<file path="config.mk">
export PLATFORM = sky130hd
export DESIGN_NAME = dualrail_line_decoder
export DESIGN_NICKNAME = d
export VERILOG_FILES = /design/src/rtl/lrx_pkg.sv /design/src/rtl/lrx_mode_detect.sv /design/src/rtl/lrx_decode_core.sv /design/src/rtl/lrx_out_stage.sv /design/src/rtl/dualrail_line_decoder.sv
export SDC_FILE = /design/constraint.sdc
export NUM_CORES = 1
export LEC_CHECK = 0
export ABC_AREA = 1
export BUFFER_PORTS_ARGS = -buffer_cell sky130_fd_sc_hd__buf_2
export CAP_MARGIN = 20
export CELL_PAD_IN_SITES_DETAIL_PLACEMENT = 0
export CELL_PAD_IN_SITES_GLOBAL_PLACEMENT = 2
export CORE_UTILIZATION = 39
export DETAILED_ROUTE_END_ITERATION = 8
export GPL_TIMING_DRIVEN = 1
export PLACE_DENSITY_LB_ADDON = 0.1
export SKIP_LAST_GASP = 1
export SLEW_MARGIN = 20
export SYNTH_ARGS = -nofsm -noshare
export SYNTH_HDL_FRONTEND = slang
export SYNTH_SLANG_ARGS = --single-unit
</file>
<file path="constraint.sdc">
create_clock -name clk -period 1.9 [get_ports clk]
set_input_delay 0.38 -clock clk [delete_from_list [all_inputs] [get_ports clk]]
set_output_delay 0.38 -clock clk [all_outputs]
set_load 0.02 [all_outputs]
</file>
<file path="src/rtl/lrx_pkg.sv">
package lrx_pkg;

    localparam int SLOTS = 4;

    typedef enum logic [1:0] {
        SYM_NONE = 2'd0,
        SYM_POS  = 2'd1,
        SYM_NEG  = 2'd2,
        SYM_BOTH = 2'd3
    } sym_e;

    typedef enum logic [1:0] {
        MD_BIPOLAR  = 2'd0,
        MD_COUNT    = 2'd1,
        MD_UNIPOLAR = 2'd2
    } mode_e;

    typedef enum logic [1:0] {
        TRK_IDLE = 2'd0,
        TRK_POS  = 2'd1,
        TRK_NEG  = 2'd2
    } trk_e;

    typedef struct packed {
        sym_e sym;
        logic kill;
        logic viol;
    } slot_t;

    localparam int OUT_W = 4;

endpackage

</file>
<file path="src/rtl/lrx_mode_detect.sv">
module lrx_mode_detect
    import lrx_pkg::*;
#(
    parameter int HOLD_CYCLES = 16
) (
    input  logic clk,
    input  logic rst_n,
    input  logic tx_neg,
    output logic unipolar
);
    localparam int CNT_W = $clog2(HOLD_CYCLES + 2);
    localparam logic [CNT_W-1:0] HOLD_V = CNT_W'(HOLD_CYCLES);

    mode_e            state_q, state_d;
    logic [CNT_W-1:0] cnt_q, cnt_d;

    always_ff @(posedge clk or negedge rst_n) begin
        if (!rst_n) begin
            state_q <= MD_BIPOLAR;
            cnt_q   <= '0;
        end else begin
            state_q <= state_d;
            cnt_q   <= cnt_d;
        end
    end

    always_comb begin
        state_d = state_q;
        cnt_d   = cnt_q;
        unique case (state_q)
            MD_BIPOLAR: begin
                if (tx_neg) begin
                    state_d = MD_COUNT;
                    cnt_d   = CNT_W'(1);
                end
            end
            MD_COUNT: begin
                if (!tx_neg) begin
                    state_d = MD_BIPOLAR;
                    cnt_d   = '0;
                end else if (cnt_q >= HOLD_V) begin
                    state_d = MD_UNIPOLAR;
                end else begin
                    cnt_d = cnt_q + CNT_W'(1);
                end
            end
            MD_UNIPOLAR: begin
                if (!tx_neg) begin
                    state_d = MD_BIPOLAR;
                    cnt_d   = '0;
                end
            end
            default: begin
                state_d = MD_BIPOLAR;
                cnt_d   = '0;
            end
        endcase
    end

    always_comb begin
        unipolar = (state_q == MD_UNIPOLAR);
    end

endmodule

</file>
<file path="src/rtl/lrx_decode_core.sv">
module lrx_decode_core
    import lrx_pkg::*;
(
    input  logic clk,
    input  logic rst_n,
    input  logic rpos_in,
    input  logic rneg_in,
    input  logic hdb3_en,
    output logic raw_pos,
    output logic raw_neg,
    output logic dec_data,
    output logic dec_flag
);
    slot_t [SLOTS-1:0] line_q, line_d;
    trk_e              trk_q, trk_d;

    sym_e in_sym;
    logic same_pol, win_zero, win_b00, subst, viol_new;
    slot_t oldest;

    always_comb begin
        in_sym   = sym_e'({rneg_in, rpos_in});
        same_pol = ((in_sym == SYM_POS) && (trk_q == TRK_POS)) ||
                   ((in_sym == SYM_NEG) && (trk_q == TRK_NEG));
        win_zero = (line_q[0].sym == SYM_NONE) && (line_q[1].sym == SYM_NONE) &&
                   (line_q[2].sym == SYM_NONE);
        win_b00  = (line_q[0].sym == SYM_NONE) && (line_q[1].sym == SYM_NONE) &&
                   (line_q[2].sym != SYM_NONE);
        subst    = hdb3_en && same_pol && (win_zero || win_b00);
        viol_new = (in_sym == SYM_BOTH) || (same_pol && !subst);
    end

    // polarity tracker
    always_comb begin
        trk_d = trk_q;
        unique case (trk_q)
            TRK_IDLE: begin
                if (in_sym == SYM_POS)      trk_d = TRK_POS;
                else if (in_sym == SYM_NEG) trk_d = TRK_NEG;
            end
            TRK_POS: begin
                if (in_sym == SYM_NEG) trk_d = TRK_NEG;
            end
            TRK_NEG: begin
                if (in_sym == SYM_POS) trk_d = TRK_POS;
            end
            default: trk_d = TRK_IDLE;
        endcase
    end

    // delay line: newest in slot 0, substitution marks the whole window
    always_comb begin
        line_d[0].sym  = in_sym;
        line_d[0].kill = subst;
        line_d[0].viol = viol_new;
    end

    for (genvar i = 1; i < SLOTS; i++) begin : g_shift
        always_comb begin
            line_d[i]      = line_q[i-1];
            line_d[i].kill = line_q[i-1].kill | subst;
        end
    end

    always_ff @(posedge clk or negedge rst_n) begin
        if (!rst_n) begin
            line_q <= '0;
            trk_q  <= TRK_IDLE;
        end else begin
            line_q <= line_d;
            trk_q  <= trk_d;
        end
    end

    always_comb begin
        oldest   = line_q[SLOTS-1];
        raw_pos  = oldest.sym[0];
        raw_neg  = oldest.sym[1];
        dec_data = (oldest.sym != SYM_NONE) && !oldest.kill;
        dec_flag = oldest.viol && !oldest.kill;
    end

endmodule

</file>
<file path="src/rtl/lrx_out_stage.sv">
module lrx_out_stage
    import lrx_pkg::*;
(
    input  logic             clk,
    input  logic             rst_n,
    input  logic             launch_on_fall,
    input  logic [OUT_W-1:0] d_in,
    output logic [OUT_W-1:0] q_out
);
    logic [OUT_W-1:0] rise_q, fall_q;

    for (genvar b = 0; b < OUT_W; b++) begin : g_bit
        always_ff @(posedge clk or negedge rst_n) begin
            if (!rst_n) rise_q[b] <= 1'b0;
            else        rise_q[b] <= d_in[b];
        end
        always_ff @(negedge clk or negedge rst_n) begin
            if (!rst_n) fall_q[b] <= 1'b0;
            else        fall_q[b] <= rise_q[b];
        end
    end

    always_comb begin
        q_out = launch_on_fall ? fall_q : rise_q;
    end

endmodule

</file>
<file path="src/rtl/dualrail_line_decoder.sv">
module dualrail_line_decoder
    import lrx_pkg::*;
#(
    parameter int HOLD_CYCLES = 16
) (
    input  logic clk,
    input  logic rst_n,
    input  logic rpos_in,
    input  logic rneg_in,
    input  logic tx_neg,
    input  logic hdb3_en,
    input  logic rz_mode,
    input  logic launch_on_fall,
    output logic rpos_out,
    output logic rneg_out,
    output logic rz_clk
);
    logic uni_mode;
    logic raw_pos, raw_neg, dec_data, dec_flag;
    logic [OUT_W-1:0] stage_in, stage_out;

    lrx_mode_detect #(.HOLD_CYCLES(HOLD_CYCLES)) u_mode (
        .clk      (clk),
        .rst_n    (rst_n),
        .tx_neg   (tx_neg),
        .unipolar (uni_mode)
    );

    lrx_decode_core u_core (
        .clk      (clk),
        .rst_n    (rst_n),
        .rpos_in  (rpos_in),
        .rneg_in  (rneg_in),
        .hdb3_en  (hdb3_en),
        .raw_pos  (raw_pos),
        .raw_neg  (raw_neg),
        .dec_data (dec_data),
        .dec_flag (dec_flag)
    );

    always_comb begin
        stage_in = {dec_flag, dec_data, raw_neg, raw_pos};
    end

    lrx_out_stage u_out (
        .clk            (clk),
        .rst_n          (rst_n),
        .launch_on_fall (launch_on_fall),
        .d_in           (stage_in),
        .q_out          (stage_out)
    );

    always_comb begin
        if (rz_mode) begin
            rpos_out = rpos_in;
            rneg_out = rneg_in;
            rz_clk   = rpos_in ^ rneg_in;
        end else if (uni_mode) begin
            rpos_out = stage_out[2];
            rneg_out = stage_out[3];
            rz_clk   = 1'b0;
        end else begin
            rpos_out = stage_out[0];
            rneg_out = stage_out[1];
            rz_clk   = 1'b0;
        end
    end

endmodule

</file>
Word level (Yosys, flattened, before mapping)

Cells that the tools add are included.

Bits in registers: 33
Input bits: 8
Output and inout bits: 3
Word-level logic and storage cells: 85

$add $sub $neg: 1
Order comparisons: 1
Equal/unequal tests: 12
Mux-type cells: 20
Bitwise logic cells: 4
Reductions and logical operators: 24

Operators with widths:

| cell                                                             | count |
|---|---|
| 5-bit two-way mux                                                | 4 |
| 5-bit case mux with 3 select lines                               | 1 |
| 2-bit two-way mux                                                | 7 |
| 2-bit case mux with 3 select lines                               | 2 |
| 1-bit logical AND                                                | 10 |
| 2-bit zero test                                                  | 5 |
| 2-bit == test (second input constant)                            | 4 |
| 2-bit by 1-bit == test with 1-bit output (second input constant) | 3 |
| 3-bit AND reduction                                              | 2 |
| 5-bit by 1-bit adder with 5-bit output (second input constant)   | 1 |
| 5-bit greater-or-equal comparator (second input constant)        | 1 |
| 1-bit two-way mux                                                | 5 |
| 4-bit two-way mux                                                | 1 |
| 2-bit != test (second input constant)                            | 2 |
| 2-bit nonzero test                                               | 2 |
| 1-bit logical OR                                                 | 3 |
| 3-bit by 2-bit != test with 1-bit output (second input constant) | 1 |
| 3-bit != test (second input constant)                            | 1 |
| 1-bit OR                                                         | 3 |
| 1-bit zero test                                                  | 2 |
| 2-bit by 1-bit != test with 1-bit output (second input constant) | 1 |
| 1-bit XOR                                                        | 1 |

Logic depth before layout (Yosys ltp)

Depth in word-level cells: 8
Gate-level depth with buffers: 7
Depth with buffers taken out: 7

Cells and area by module

A second synthesis with hierarchy kept.

Cell total of the unflattened synthesis: 149
Area, all modules: 1,343.8 um2

By module, submodules not included:

| module                | instances | cells an instance | area an instance (um2) | sequential area each (um2) |
|---|---|---|---|---|
| lrx_decode_core       | 1         | 57                | 606.8                  | 450.4 |
| lrx_mode_detect       | 1         | 53                | 414.1                  | 175.2 |
| lrx_out_stage         | 1         | 21                | 249.0                  | 200.2 |
| dualrail_line_decoder | 1         | 18                | 73.8                   | 0.0 |

==> impl_results.md <==
* Vias in the first global route at 914
* Clock sinks at 33
* WL per Instance at 11.2 um
* Max_cap viols at 0
* Ys Warns at 0
* CP max FO at 1
* GRT Residual Overflow at 0
* RSZ-0062 raised after global routing: yes
* Syn-to-layout area delta at 15.3%
* Die H at approximately 60 um
* Relative slew margins at between 70% and 80%
* Ports at 11
* CTS tree: done
* DRT Pass-1 Iters at 4
* H-tree Lvls at 2
* Status: complete, but fails checks
* Port buffer count at 10
* Power Dens Cells at about 870 mW/mm2
* Multi-input gate area at approximately 410 um2
* Filler Cell Count at between 300 and 400
* Leakage dissipation at between 0.0007 and 0.0008 uW
* GRT Resource Usage Total at between 10% and 20%
* Area of all sequential standard cells at just over 800 um2
* Antenna cells at 0
* Final Max Tran Viols at 0
* Inserted Clock Buffers at 5
* Util after Layout at between 40% and 50%
* Max Buffers Root-to-Sink at 2
* Final ANT Viol Nets at 0
* Fin Clk Skew at 12.9 ps
* Syn Area/Cell at about 9.7 um2
* DP Area at ~0.0014 mm2
* Mapped Cells at around 140
* Worst EP required at between 1500 and 2000 ps
* CP Class: reg2out
* Starting Density at a little over two fifths
* Mapped Nets at ~150
* Worst Tran Pin Value at 359 ps
* Crit. End Element: output pin
* Synth unique cells at 20
* Initial antenna violation count at 0
* Initial DRC count at 38
* Synthesized area at 0.00131 mm2
* Clock root buffer: clkbuf_4
* Commonest non-fill, non-tap cell in the layout: dfrtp_1
* Largest net degree at the start of global routing at 25
* Die Area at 0.00360 mm2
* Core area at around 0.0031 mm2
* Cell Chain, Critical Path: nand2_1, nand2_1, a21oi_2, a21oi_2, buf_4
* Most frequent cells in the layout: dfrtp_1, nand2_1, inv_1
* Hold Fails Final Rpt at 0
* Number of remaining DRC errors at 0
* Buf/Inv on CP at 1
* Skew-Pair Late Insertion Delay at approximately 320 ps
* Worst Hold Class: in2reg
* Final nets at roughly 170
* Critical path startpoint category: flop
* Max IR drop VDD at 426 uV
* GPL Wtd Cong at just over 0.7
* Final WL at roughly 2200 um
* Seq/Total Area, Yosys at between 60% and 70%
* Share of post-route cells with drive strength above 1 at 20.0%
* Setup Fix Bufs, Post-CTS at 0
* Synth Register Bits at 33
* Final instance area at 0.00152 mm2
* Worst-path clk slew at roughly 80 ps
* First-pass GRT wire length at ~3900 um
* # rows at 20
* Via count at ~900
* Setup ws final at -564 ps
* Die W at between 60 and 70 um
* Worst EP arrival at approximately 2100 ps
* Top Family by Delay on Critical Path: flip-flops
* Setup violations, final at 2
* CP max stage cell: dfrtn_1
* Failing checks: negative setup slack
* Via/cell ratio at 4.54
* Slowest Stage Delay on Critical Path at between 300 and 400 ps
* Dpl hpwl at 1650 um
path summary, 6_finish.rpt:
kind,start,slack (ps),to,cells past startpoint
min in group asynchronous,rst_n,450,u_mode.state_q[0],2
setup reg to reg,u_out.rise_q[2],400,u_out.fall_q[2],0
hold / removal,rpos_in,250,u_core.line_d[6],1
max in group asynchronous,rst_n,380,u_out.fall_q[0],2
setup / recovery,u_out.fall_q[3],-560,rneg_out,5
hold reg to reg,u_core.line_d[8],350,u_core.line_d[12],0
stage by stage:
stage	TNS (ps)	total power, uW	setup slack [ps]	cells	hold slack, ps
after floorplan	-407	874	-204	135	84.4
after global routing	-1260	1390	-639	199	232
after CTS	-1160	1340	-579	199	234
after global placement	-470	924	-244	190	253
final	-1120	1320	-564	199	245
after detailed placement	-510	931	-261	190	256
layer usage:
| metal | track usage [%] | routed length [um] | vias up |
|---|---|---|---|
| met5 | 0 | 0 | - |
| met4 | 7.97 | 39 | 0 |
| met3 | 4.55 | 84 | 4 |
| met2 | 24.4 | 1050 | 22 |
| met1 | 19.6 | 1060 | 424 |
| li1 | - | - | 454 |
cell type report:
type,count,area share [%]
sequential,33,54.5
timing repair buffer,12,4.79
inverter,24,5.95
clock buffer,8,3.88
multi-input combinational,78,27.3
tap,44,3.63
where the power goes:
part | internal (uW) | switching, uW
Clock | 183 | 214
Sequential | 757 | 27.6
Combinational | 50.5 | 84.0
state kept, by name, indices dropped and copies added (netlist names), 2 cells and up:
signal	cells
u_core.line_d	9
u_core.line_q	5
u_mode.cnt_q	5
u_out.fall_q	4
u_out.rise_q	4
u_core.trk_q	2
u_mode.state_q	2
logic make-up after synthesis:
family / synth area share [%]
flops: 62.9
buf+inv: 6.86
compound gates: 5.91
simple gates: 20.6
fa+ha+maj: 3.81
cell usage after synthesis, drive strengths merged:
cell,instances,area share [%]
nand2,30,9.0
dfrtp,29,55
inv,24,6.9
nor2,18,5.5
nand3,8,3.8
a21oi,4,1.5
dfrtn,4,7.6
ha,4,3.8
o21ai,4,1.5
nand4,3,1.4
o22ai,3,1.4
a21boi,1,0.86
a22oi,1,0.57
nor3,1,0.38
or2,1,0.48
timing repair:
item / 4_1_cts / 5_1_grt
gates resized for setup: 4 / 0
pin swaps: 1 / 0
hold buffers: 1 / 0
endpoints found under the setup margin: 2 / 2
endpoints found under the hold margin: 5 / 0
No activity file was read; power rests on OpenSTA's default activity.
